**config.mk**
```make
export PLATFORM = sky130hd
export DESIGN_NAME = host_bus_adapter
export DESIGN_NICKNAME = d
export VERILOG_FILES = /design/src/rtl/hba_pkg.sv /design/src/rtl/hba_access_check.sv /design/src/rtl/hba_lane_map.sv /design/src/rtl/hba_arbiter.sv /design/src/rtl/host_bus_adapter.sv
export SDC_FILE = /design/constraint.sdc
export NUM_CORES = 1
export LEC_CHECK = 0
export BUFFER_PORTS_ARGS = -buffer_cell sky130_fd_sc_hd__buf_2
export CELL_PAD_IN_SITES_DETAIL_PLACEMENT = 1
export CELL_PAD_IN_SITES_GLOBAL_PLACEMENT = 1
export CORE_ASPECT_RATIO = 0.5
export CORE_MARGIN = 2
export CORE_UTILIZATION = 32
export DETAILED_ROUTE_END_ITERATION = 8
export PLACE_DENSITY = 0.8
export RECOVER_POWER = 50
export REMOVE_ABC_BUFFERS = 1
export SLEW_MARGIN = 20
export SYNTH_ARGS = -nofsm -noshare
export SYNTH_HDL_FRONTEND = slang
export SYNTH_SLANG_ARGS = --single-unit
```
**constraint.sdc**
```tcl
create_clock -name clk_i -period 1.6 [get_ports clk_i]
set_input_delay 0.08 -clock clk_i [delete_from_list [all_inputs] [get_ports clk_i]]
set_output_delay 0.08 -clock clk_i [all_outputs]
set_load 0.005 [all_outputs]
```
**src/rtl/hba_pkg.sv**
```systemverilog
package hba_pkg;
  typedef enum logic [1:0] {
    SZ_BYTE = 2'd0,
    SZ_HALF = 2'd1,
    SZ_WORD = 2'd2,
    SZ_RSVD = 2'd3
  } size_e;

  typedef enum logic [1:0] {
    ST_IDLE = 2'd0,
    ST_XFER = 2'd1,
    ST_DONE = 2'd2
  } state_e;

  typedef enum logic {
    OWN_SYNC  = 1'b0,
    OWN_ASYNC = 1'b1
  } owner_e;
endpackage

```
**src/rtl/hba_access_check.sv**
```systemverilog
module hba_access_check #(
  parameter int HOST_W = 16
) (
  input  logic [1:0] size_i,
  input  logic [1:0] addr_lo_i,
  output logic       err_o
);
  import hba_pkg::*;

  localparam int LANES    = HOST_W / 8;
  localparam int MAX_SIZE = $clog2(LANES);

  logic too_wide;
  logic misaligned;

  always_comb begin
    too_wide   = (size_i == SZ_RSVD) || (int'(size_i) > MAX_SIZE);
    misaligned = 1'b0;
    case (size_e'(size_i))
      SZ_HALF: misaligned = addr_lo_i[0];
      SZ_WORD: misaligned = |addr_lo_i;
      default: misaligned = 1'b0;
    endcase
    err_o = too_wide || misaligned;
  end
endmodule

```
**src/rtl/hba_lane_map.sv**
```systemverilog
module hba_lane_map #(
  parameter int HOST_W = 16
) (
  input  logic [1:0]        size_i,
  input  logic [1:0]        addr_lo_i,
  input  logic [HOST_W-1:0] hd_wr_i,
  input  logic [31:0]       word_rd_i,
  output logic [3:0]        be_o,
  output logic [31:0]       wdata_o,
  output logic [HOST_W-1:0] hd_rd_o
);
  import hba_pkg::*;

  localparam int REP = 32 / HOST_W;

  always_comb begin
    case (size_e'(size_i))
      SZ_BYTE: be_o = 4'b0001 << addr_lo_i;
      SZ_HALF: be_o = addr_lo_i[1] ? 4'b1100 : 4'b0011;
      SZ_WORD: be_o = 4'b1111;
      default: be_o = 4'b0000;
    endcase
  end

  // no byte swap: narrow host data is replicated across the internal word
  assign wdata_o = {REP{hd_wr_i}};

  generate
    if (HOST_W == 32) begin : g_rd32
      assign hd_rd_o = word_rd_i;
    end else if (HOST_W == 16) begin : g_rd16
      assign hd_rd_o = addr_lo_i[1] ? word_rd_i[31:16] : word_rd_i[15:0];
    end else begin : g_rd8
      always_comb begin
        case (addr_lo_i)
          2'd0:    hd_rd_o = word_rd_i[7:0];
          2'd1:    hd_rd_o = word_rd_i[15:8];
          2'd2:    hd_rd_o = word_rd_i[23:16];
          default: hd_rd_o = word_rd_i[31:24];
        endcase
      end
    end
  endgenerate
endmodule

```
**src/rtl/hba_arbiter.sv**
```systemverilog
module hba_arbiter #(
  parameter int HOST_W = 16,
  parameter int ADDR_W = 6
) (
  input  logic              clk_i,
  input  logic              rst_ni,
  input  logic              s_req_i,
  input  logic              s_we_i,
  input  logic [ADDR_W-1:0] s_addr_i,
  input  logic [1:0]        s_size_i,
  input  logic              a_req_i,
  input  logic              a_we_i,
  input  logic [ADDR_W-1:0] a_addr_i,
  input  logic [1:0]        a_size_i,
  input  logic [HOST_W-1:0] hd_wr_i,
  output logic [1:0]        sel_size_o,
  output logic [1:0]        sel_addr_lo_o,
  input  logic              chk_err_i,
  input  logic              reg_ack_i,
  input  logic [HOST_W-1:0] rd_mapped_i,
  output logic [ADDR_W-1:0] lat_addr_o,
  output logic [1:0]        lat_size_o,
  output logic              lat_we_o,
  output logic [HOST_W-1:0] lat_hd_o,
  output logic              busy_o,
  output logic              s_done_o,
  output logic              a_done_o,
  output logic              err_o,
  output logic [HOST_W-1:0] rd_o
);
  import hba_pkg::*;

  state_e            st_q;
  owner_e            own_q;
  logic              err_q;
  logic [ADDR_W-1:0] addr_q;
  logic [1:0]        size_q;
  logic              we_q;
  logic [HOST_W-1:0] hd_q;
  logic [HOST_W-1:0] rd_q;

  logic              pick_sync;
  logic              grant;
  logic              sel_we;
  logic [ADDR_W-1:0] sel_addr;

  // fixed priority to the synchronous side
  assign pick_sync = s_req_i;
  assign grant     = (st_q == ST_IDLE) && (s_req_i || a_req_i);
  assign sel_we    = pick_sync ? s_we_i   : a_we_i;
  assign sel_addr  = pick_sync ? s_addr_i : a_addr_i;
  assign sel_size_o    = pick_sync ? s_size_i : a_size_i;
  assign sel_addr_lo_o = sel_addr[1:0];

  always_ff @(posedge clk_i or negedge rst_ni) begin
    if (!rst_ni) begin
      st_q   <= ST_IDLE;
      own_q  <= OWN_SYNC;
      err_q  <= 1'b0;
      addr_q <= '0;
      size_q <= '0;
      we_q   <= 1'b0;
      hd_q   <= '0;
      rd_q   <= '0;
    end else begin
      case (st_q)
        ST_IDLE: begin
          if (grant) begin
            own_q  <= pick_sync ? OWN_SYNC : OWN_ASYNC;
            err_q  <= chk_err_i;
            addr_q <= sel_addr;
            size_q <= sel_size_o;
            we_q   <= sel_we;
            hd_q   <= hd_wr_i;
            st_q   <= chk_err_i ? ST_DONE : ST_XFER;
          end
        end
        ST_XFER: begin
          if (reg_ack_i) begin
            if (!we_q) rd_q <= rd_mapped_i;
            st_q <= ST_DONE;
          end
        end
        default: begin
          err_q <= 1'b0;
          st_q  <= ST_IDLE;
        end
      endcase
    end
  end

  assign lat_addr_o = addr_q;
  assign lat_size_o = size_q;
  assign lat_we_o   = we_q;
  assign lat_hd_o   = hd_q;
  assign busy_o     = (st_q == ST_XFER);
  assign s_done_o   = (st_q == ST_DONE) && (own_q == OWN_SYNC);
  assign a_done_o   = (st_q == ST_DONE) && (own_q == OWN_ASYNC);
  assign err_o      = (st_q == ST_DONE) && err_q;
  assign rd_o       = rd_q;

  a_r5_err_skips_port: assert property (@(posedge clk_i) disable iff (!rst_ni)
    (st_q == ST_IDLE && grant && chk_err_i) |=> (err_o && !busy_o));

  a_r8_sync_first: assert property (@(posedge clk_i) disable iff (!rst_ni)
    (st_q == ST_IDLE && s_req_i && a_req_i) |=> (own_q == OWN_SYNC));

  a_r9_owner_held: assert property (@(posedge clk_i) disable iff (!rst_ni)
    (busy_o && !reg_ack_i) |=> ($stable(own_q) && busy_o));

  a_r10_done_single: assert property (@(posedge clk_i) disable iff (!rst_ni)
    (s_done_o || a_done_o) |=> !(s_done_o || a_done_o));
endmodule

```
**src/rtl/host_bus_adapter.sv**
```systemverilog
module host_bus_adapter #(
  parameter int HOST_W = 16,
  parameter int ADDR_W = 6,
  localparam int WADDR_W = ADDR_W - 2
) (
  input  logic               clk_i,
  input  logic               rst_ni,
  input  logic               s_req_i,
  input  logic               s_we_i,
  input  logic [ADDR_W-1:0]  s_addr_i,
  input  logic [1:0]         s_size_i,
  output logic               s_done_o,
  input  logic               a_req_i,
  input  logic               a_we_i,
  input  logic [ADDR_W-1:0]  a_addr_i,
  input  logic [1:0]         a_size_i,
  output logic               a_done_o,
  input  logic [HOST_W-1:0]  hd_wr_i,
  output logic [HOST_W-1:0]  hd_rd_o,
  output logic               err_o,
  output logic               reg_req_o,
  output logic               reg_we_o,
  output logic [WADDR_W-1:0] reg_addr_o,
  output logic [3:0]         reg_be_o,
  output logic [31:0]        reg_wdata_o,
  input  logic [31:0]        reg_rdata_i,
  input  logic               reg_ack_i
);
  logic [1:0]        sel_size;
  logic [1:0]        sel_addr_lo;
  logic              chk_err;
  logic [ADDR_W-1:0] lat_addr;
  logic [1:0]        lat_size;
  logic              lat_we;
  logic [HOST_W-1:0] lat_hd;
  logic [HOST_W-1:0] rd_mapped;

  hba_access_check #(.HOST_W(HOST_W)) u_check (
    .size_i    (sel_size),
    .addr_lo_i (sel_addr_lo),
    .err_o     (chk_err)
  );

  hba_arbiter #(.HOST_W(HOST_W), .ADDR_W(ADDR_W)) u_arb (
    .clk_i         (clk_i),
    .rst_ni        (rst_ni),
    .s_req_i       (s_req_i),
    .s_we_i        (s_we_i),
    .s_addr_i      (s_addr_i),
    .s_size_i      (s_size_i),
    .a_req_i       (a_req_i),
    .a_we_i        (a_we_i),
    .a_addr_i      (a_addr_i),
    .a_size_i      (a_size_i),
    .hd_wr_i       (hd_wr_i),
    .sel_size_o    (sel_size),
    .sel_addr_lo_o (sel_addr_lo),
    .chk_err_i     (chk_err),
    .reg_ack_i     (reg_ack_i),
    .rd_mapped_i   (rd_mapped),
    .lat_addr_o    (lat_addr),
    .lat_size_o    (lat_size),
    .lat_we_o      (lat_we),
    .lat_hd_o      (lat_hd),
    .busy_o        (reg_req_o),
    .s_done_o      (s_done_o),
    .a_done_o      (a_done_o),
    .err_o         (err_o),
    .rd_o          (hd_rd_o)
  );

  hba_lane_map #(.HOST_W(HOST_W)) u_lanes (
    .size_i    (lat_size),
    .addr_lo_i (lat_addr[1:0]),
    .hd_wr_i   (lat_hd),
    .word_rd_i (reg_rdata_i),
    .be_o      (reg_be_o),
    .wdata_o   (reg_wdata_o),
    .hd_rd_o   (rd_mapped)
  );

  assign reg_we_o   = lat_we;
  assign reg_addr_o = lat_addr[ADDR_W-1:2];

  a_r2_be_width: assert property (@(posedge clk_i) disable iff (!rst_ni)
    reg_req_o |-> ($countones(reg_be_o) == (1 << lat_size)));

  a_r7_req_held: assert property (@(posedge clk_i) disable iff (!rst_ni)
    (reg_req_o && !reg_ack_i) |=>
      (reg_req_o && $stable(reg_addr_o) && $stable(reg_be_o) &&
       $stable(reg_wdata_o) && $stable(reg_we_o)));

  a_r1_quiet_idle: assert property (@(posedge clk_i) disable iff (!rst_ni)
    !(reg_req_o && (s_done_o || a_done_o)));
endmodule

```
Yosys cells after proc, flatten, opt, wreduce, memory -nomap -nowiden
Cells that the tools add are included.
{ "word_totals": {"ff_bits": 45, "input_bits": 71, "out_inout_bits": 61, "word_cells": 50} }
{ "classes": {"magnitude_cmp": 1, "n_eq_ne": 9, "shift": 1, "n_mux": 14, "bitwise": 3, "reduce_logical": 14} }
{ "ops": {"columns": ["op", "count"], "rows": [
  ["$mux W16", 1],
  ["$pmux W4 S3", 1],
  ["$eq A2 B2 Y1 const B", 4],
  ["$mux W2", 4],
  ["$eq A2 B1 Y1 const B", 3],
  ["$mux W6", 1],
  ["$reduce_and A2 Y1", 3],
  ["$logic_and A1 B1 Y1", 4],
  ["$logic_not A2 Y1", 2],
  ["$mux W4", 1],
  ["$ne A2 B1 Y1 const B", 2],
  ["$pmux W1 S2", 2],
  ["$pmux W2 S2", 1],
  ["$shl A1 B2 Y4 const A", 1],
  ["$logic_or A1 B1 Y1", 3],
  ["$mux W1", 3],
  ["$not A1 Y1", 3],
  ["$reduce_and A3 Y1", 1],
  ["$gt A2 B1 Y1 const B", 1],
  ["$reduce_or A2 Y1", 1]
]} }

Longest topological paths before layout
{ "logic_depth": {"depth_word": 7, "mapped_depth": 8, "mapped_depth_nobuf": 6} }

Cells and area by module
From an unflattened synthesis, not the netlist that was laid out.
{ "hier_totals": {"cells_unflattened": 185, "hier_area_um2": 2468.6} }
{ "by_module_without_submodules": {"columns": ["mod", "instances", "cells_per_inst", "area_each_um2", "seq_area_each_um2"], "rows": [
  ["hba_arbiter", 1, 118, 1874.3, 1126.1],
  ["hba_lane_map", 1, 58, 524.3, 0.0],
  ["hba_access_check", 1, 9, 70.1, 0.0]
]} }

Least setup slack after synthesis
OpenSTA, ideal clock, no wires.
{ "synth_timing": {"kind": "input-to-reg", "from": "input port s_req_i", "to": "register u_arb.st_q[1]", "setup_time_ns": 0.099, "arrival_time_ns": 1.370, "required_time_ns": 1.501, "path_slack_ns": 0.130, "path_stages": 7, "n_path_buf": 2, "cell_sequence": "buf_6 buf_6 mux2i_1 ha_1 a211oi_1 o21ai_0 a311oi_1"} }
{ "synth_between": {"elab_chain_cells": 7, "elab_cells_between_ends": 17} }
{ "synth_rtl": {"columns": ["element", "line", "source"], "rows": [
  ["start: declaration", "host_bus_adapter.sv:8", "input logic s_req_i,"],
  ["$mux W2 or $mux W6 (tied branches)", "hba_arbiter.sv:52, hba_arbiter.sv:51", null],
  ["$eq A2 B2 Y1 (tied with other cells)", "hba_access_check.sv:19", "case (size_e'(size_i))"],
  ["$pmux W1 S2 or $logic_or A1 B1 Y1 (tied branches)", "hba_access_check.sv:19, hba_access_check.sv:17", null],
  ["$logic_or A1 B1 Y1", "hba_access_check.sv:24", "err_o = too_wide || misaligned;"],
  ["$mux W2", "hba_arbiter.sv:75", "st_q <= chk_err_i ? ST_DONE : ST_XFER;"],
  ["$mux W2", "hba_arbiter.sv:68", "if (grant) begin"],
  ["$pmux W2 S2", "hba_arbiter.sv:66", "case (st_q)"],
  ["end signal: assignment", "hba_arbiter.sv:75", null],
  ["end: declaration", "hba_arbiter.sv:33", "state_e st_q;"]
]} }
Several ways; a longest one is shown, not always the timed one. The select of a mux whose other input is x is not followed.
A chain may end at the register's enable or synchronous reset.

Final worst setup path
{ "layout_timing": {"from": "register u_arb.st_q[1]", "to": "register u_arb.hd_q[12], in the netlist u_arb.lat_hd_o[12]"} }
{ "layout_between": {"elab_chain_cells": 3} }
{ "layout_rtl": {"columns": ["element", "line", "source"], "rows": [
  ["$logic_not A2 Y1 *", "hba_arbiter.sv:49, hba_arbiter.sv:66", null],
  ["$logic_and A1 B1 Y1", "hba_arbiter.sv:49", "assign grant = (st_q == ST_IDLE) && (s_req_i || a_req_i);"],
  ["$reduce_and A2 Y1 (no line) *", null, null],
  ["end signal: assignment", "hba_arbiter.sv:74", "hd_q <= hd_wr_i;"],
  ["end: declaration", "hba_arbiter.sv:39", "logic [HOST_W-1:0] hd_q;"]
]} }
Mark *: on every way between the ends. The rest lies on a longest branch, timed or not.

==> summary.txt <==
Synth
  • Synth top area share: 0.501
  • YS warnings: 0
  • Post-synthesis sequential area ratio: 0.501
  • Seq cells post-synth: 45
  • Synth area leaders: dfrtp_1 (50%), mux2i_1 (12%), mux2_2 (8.0%)
  • Synth area leader: dfrtp_1
  • Synthesized cell area: 2250 µm²
  • Netlist cell types: 23
  • Avg Cell Area, Syn: 10.9 µm²
  • Cell count after synthesis: 206

Clock tree
  • Setup Fix Bufs, Post-CTS: 0
  • Clock buffer depth: 2
  • CTS tree: built
  • Clock latency on the worst-skew pair: 280 ps
  • CTS sink cnt: 45
  • Clock transition at the registers of the reported paths: 60 ps
  • CTS root buf: clkbuf_16
  • H-tree depth: 2
  • CTS Buf Count: 5

Timing
  • Final setup vio count: 0
  • Min Tclk post-route: 1410 ps
  • Worst slew pin tran: 991 ps
  • Final Hold Viols: 0
  • RSZ-0062 raised after global routing: no
  • Max Fclk: 707 MHz
  • Final Cycle Share: 0.884
  • Slew Viols, Final: 0
  • TNS Setup: 0 ps
  • Slew HR: 0.340
  • Worst Skew: 5.54 ps

Pwr
  • Max IR drop VDD: 0.000577 V
  • Power Density: 1940 nW/µm²
  • Leak pwr: 1.50 nW

Final layout
  • Most frequent cells in the layout: buf_2 (107), dfrtp_1 (45), mux2i_1 (26), nor2_1 (26)
  • Area growth syn-to-layout: 34.9%
  • Post-route cell area: 3030 µm²
  • Final non-filler cell total: 415
  • Fin nets: 395
  • Most common cell after layout, fill and taps aside: buf_2
  • Post-layout util: 0.449
  • Layout cells sized above 1: 0.433
  • N_diodes: 0

Outcome
  • Status: finished clean

Setup path
  • Setup crit start kind: register
  • Critical Path End Type: register
  • WS Path Type: register to register
  • WP data required: 1760 ps
  • CP arrival: 1580 ps
  • Worst Path Max Fanout: 34

Route
  • Routed Antenna Nets: 0
  • Vias per cell: 4.53
  • Detailed router's first-iteration violation count: 74
  • Drt total wl: 6.07 mm
  • Residual DRC: 0
  • WL/cell: 14.6 µm
  • DR pass1 iterations: 4
  • Via count: 1879

Global routing
  • Total grt overflow: 0
  • First-pass GRT wire length: 9.63 mm
  • Initial antenna violation count: 0
  • Gr usage total: 0.160
  • Vias in the first global route: 2005
  • Largest net degree at the start of global routing: 46

Floorplanning
  • Die H: 63.3 µm
  • # rows: 21
  • Die Area: 7750 µm²
  • Initial core utilization: 0.333
  • Die width: 123 µm
  • I/O Pins: 132
  • Core ar.: 6750 µm²

Flow run
  • Max_cap viols: 0

Place
  • Dpl cell area: 2870 µm²
  • # placed instances: 406
  • Routability-driven placement congestion ratio: 0.714
  • Port Buffers: 131
  • Post-DP HPWL: 4.79 mm

Hold path
  • Worst hold path class: input pin to register
[power breakdown]
part	internal, mW	switching (mW)
logic	1.22	1.19
clock network	0.892	0.427
registers	1.71	0.452
total	3.83	2.07
[per-layer routing]
layer	vias to the layer above	wire length (µm)	track usage
li1	919	-	-
met1	921	2370	0.175
met2	35	3440	0.317
met3	4	208	0.0362
met4	0	43	0.0259
met5	-	0	0
[worst max-delay path: stages (launching register included)]
cell     delay [ps]
dfrtp_1         490
nor2_1          130
o21ai_2         100
buf_12          210
mux2_2          360
[flip-flops by register name, summed over array words and instances, names as in the netlist]
register,flops
u_arb.lat_we_o,1
u_arb.own_q,1
u_arb.err_q,1
u_arb.lat_hd_o,16
u_arb.st_q,2
u_arb.lat_size_o,2
u_arb.rd_o,16
u_arb.lat_addr_o,6
[timing repair]
item | 4_1_cts | 5_1_grt
hold buffers | 1 | 0
resized for setup | 0 | 0
hold endpoints to repair | 45 | 0
setup endpoints to repair | 0 | 0
[through the flow]
stage | hold slack [ps] | power [mW] | setup slack, ps
2_1_floorplan | -216 | 3.33 | -63.7
3_3_place_gp | 195 | 4.55 | 151
3_5_place_dp | 201 | 4.71 | -38.0
4_1_cts | 21.4 | 6.06 | 180
5_1_grt | 28.1 | 6.33 | 80.5
6_report | 28.5 | 5.89 | 186
[final cells by class]
| class | instances | area (µm²) |
|---|---|---|
| fillers | 812 | 3720 |
| flip-flops and latches | 45 | 1130 |
| multi-input cells | 125 | 870 |
| repair buffers | 139 | 709 |
| clock buffers | 5 | 125 |
| well taps | 92 | 115 |
| clock inverters | 3 | 65.1 |
| inverters | 6 | 22.5 |
[kinds of logic after synthesis]
family / after synthesis / share of synthesized area
muxes: 42 / 0.196
AOI/OAI and AO/OA: 40 / 0.0968
adders and majority gates: 2 / 0.0111
and+or+nand+nor: 41 / 0.0829
buffers and inverters: 36 / 0.112
DFF: 45 / 0.501
[final timing paths]
kind	to	startpoint	cells past startpoint	slack [ps]
max	u_arb.lat_hd_o[12]$_DFFE_PN0P_	u_arb.st_q[1]$_DFFE_PN0P_	4	190
min	u_arb.lat_hd_o[6]$_DFFE_PN0P_	hd_wr_i[6]	2	30
max reg2reg	u_arb.lat_hd_o[12]$_DFFE_PN0P_	u_arb.st_q[1]$_DFFE_PN0P_	4	190
min reg2reg	u_arb.lat_addr_o[4]$_DFFE_PN0P_	u_arb.lat_addr_o[4]$_DFFE_PN0P_	2	490
max in group asynchronous	u_arb.lat_hd_o[0]$_DFFE_PN0P_	rst_ni	3	380
min in group asynchronous	u_arb.st_q[1]$_DFFE_PN0P_	rst_ni	3	610
[cell usage after synthesis]
cell type	instances
a22o_1	1
nand2_1	8
nor3_1	1
mux2_2	16
buf_6	4
buf_2	4
mux2i_1	26
o21ai_2	1
a21oi_1	25
o21ai_0	10
ha_1	2
nand2b_1	1
a211oi_1	1
nor2b_1	1
a311oi_1	2
and3_1	2
inv_2	1
inv_1	5
buf_4	22
dfrtp_1	45
nor2_1	26
nor4_4	1
nor3b_1	1
No activity file was read; power rests on OpenSTA's default activity.
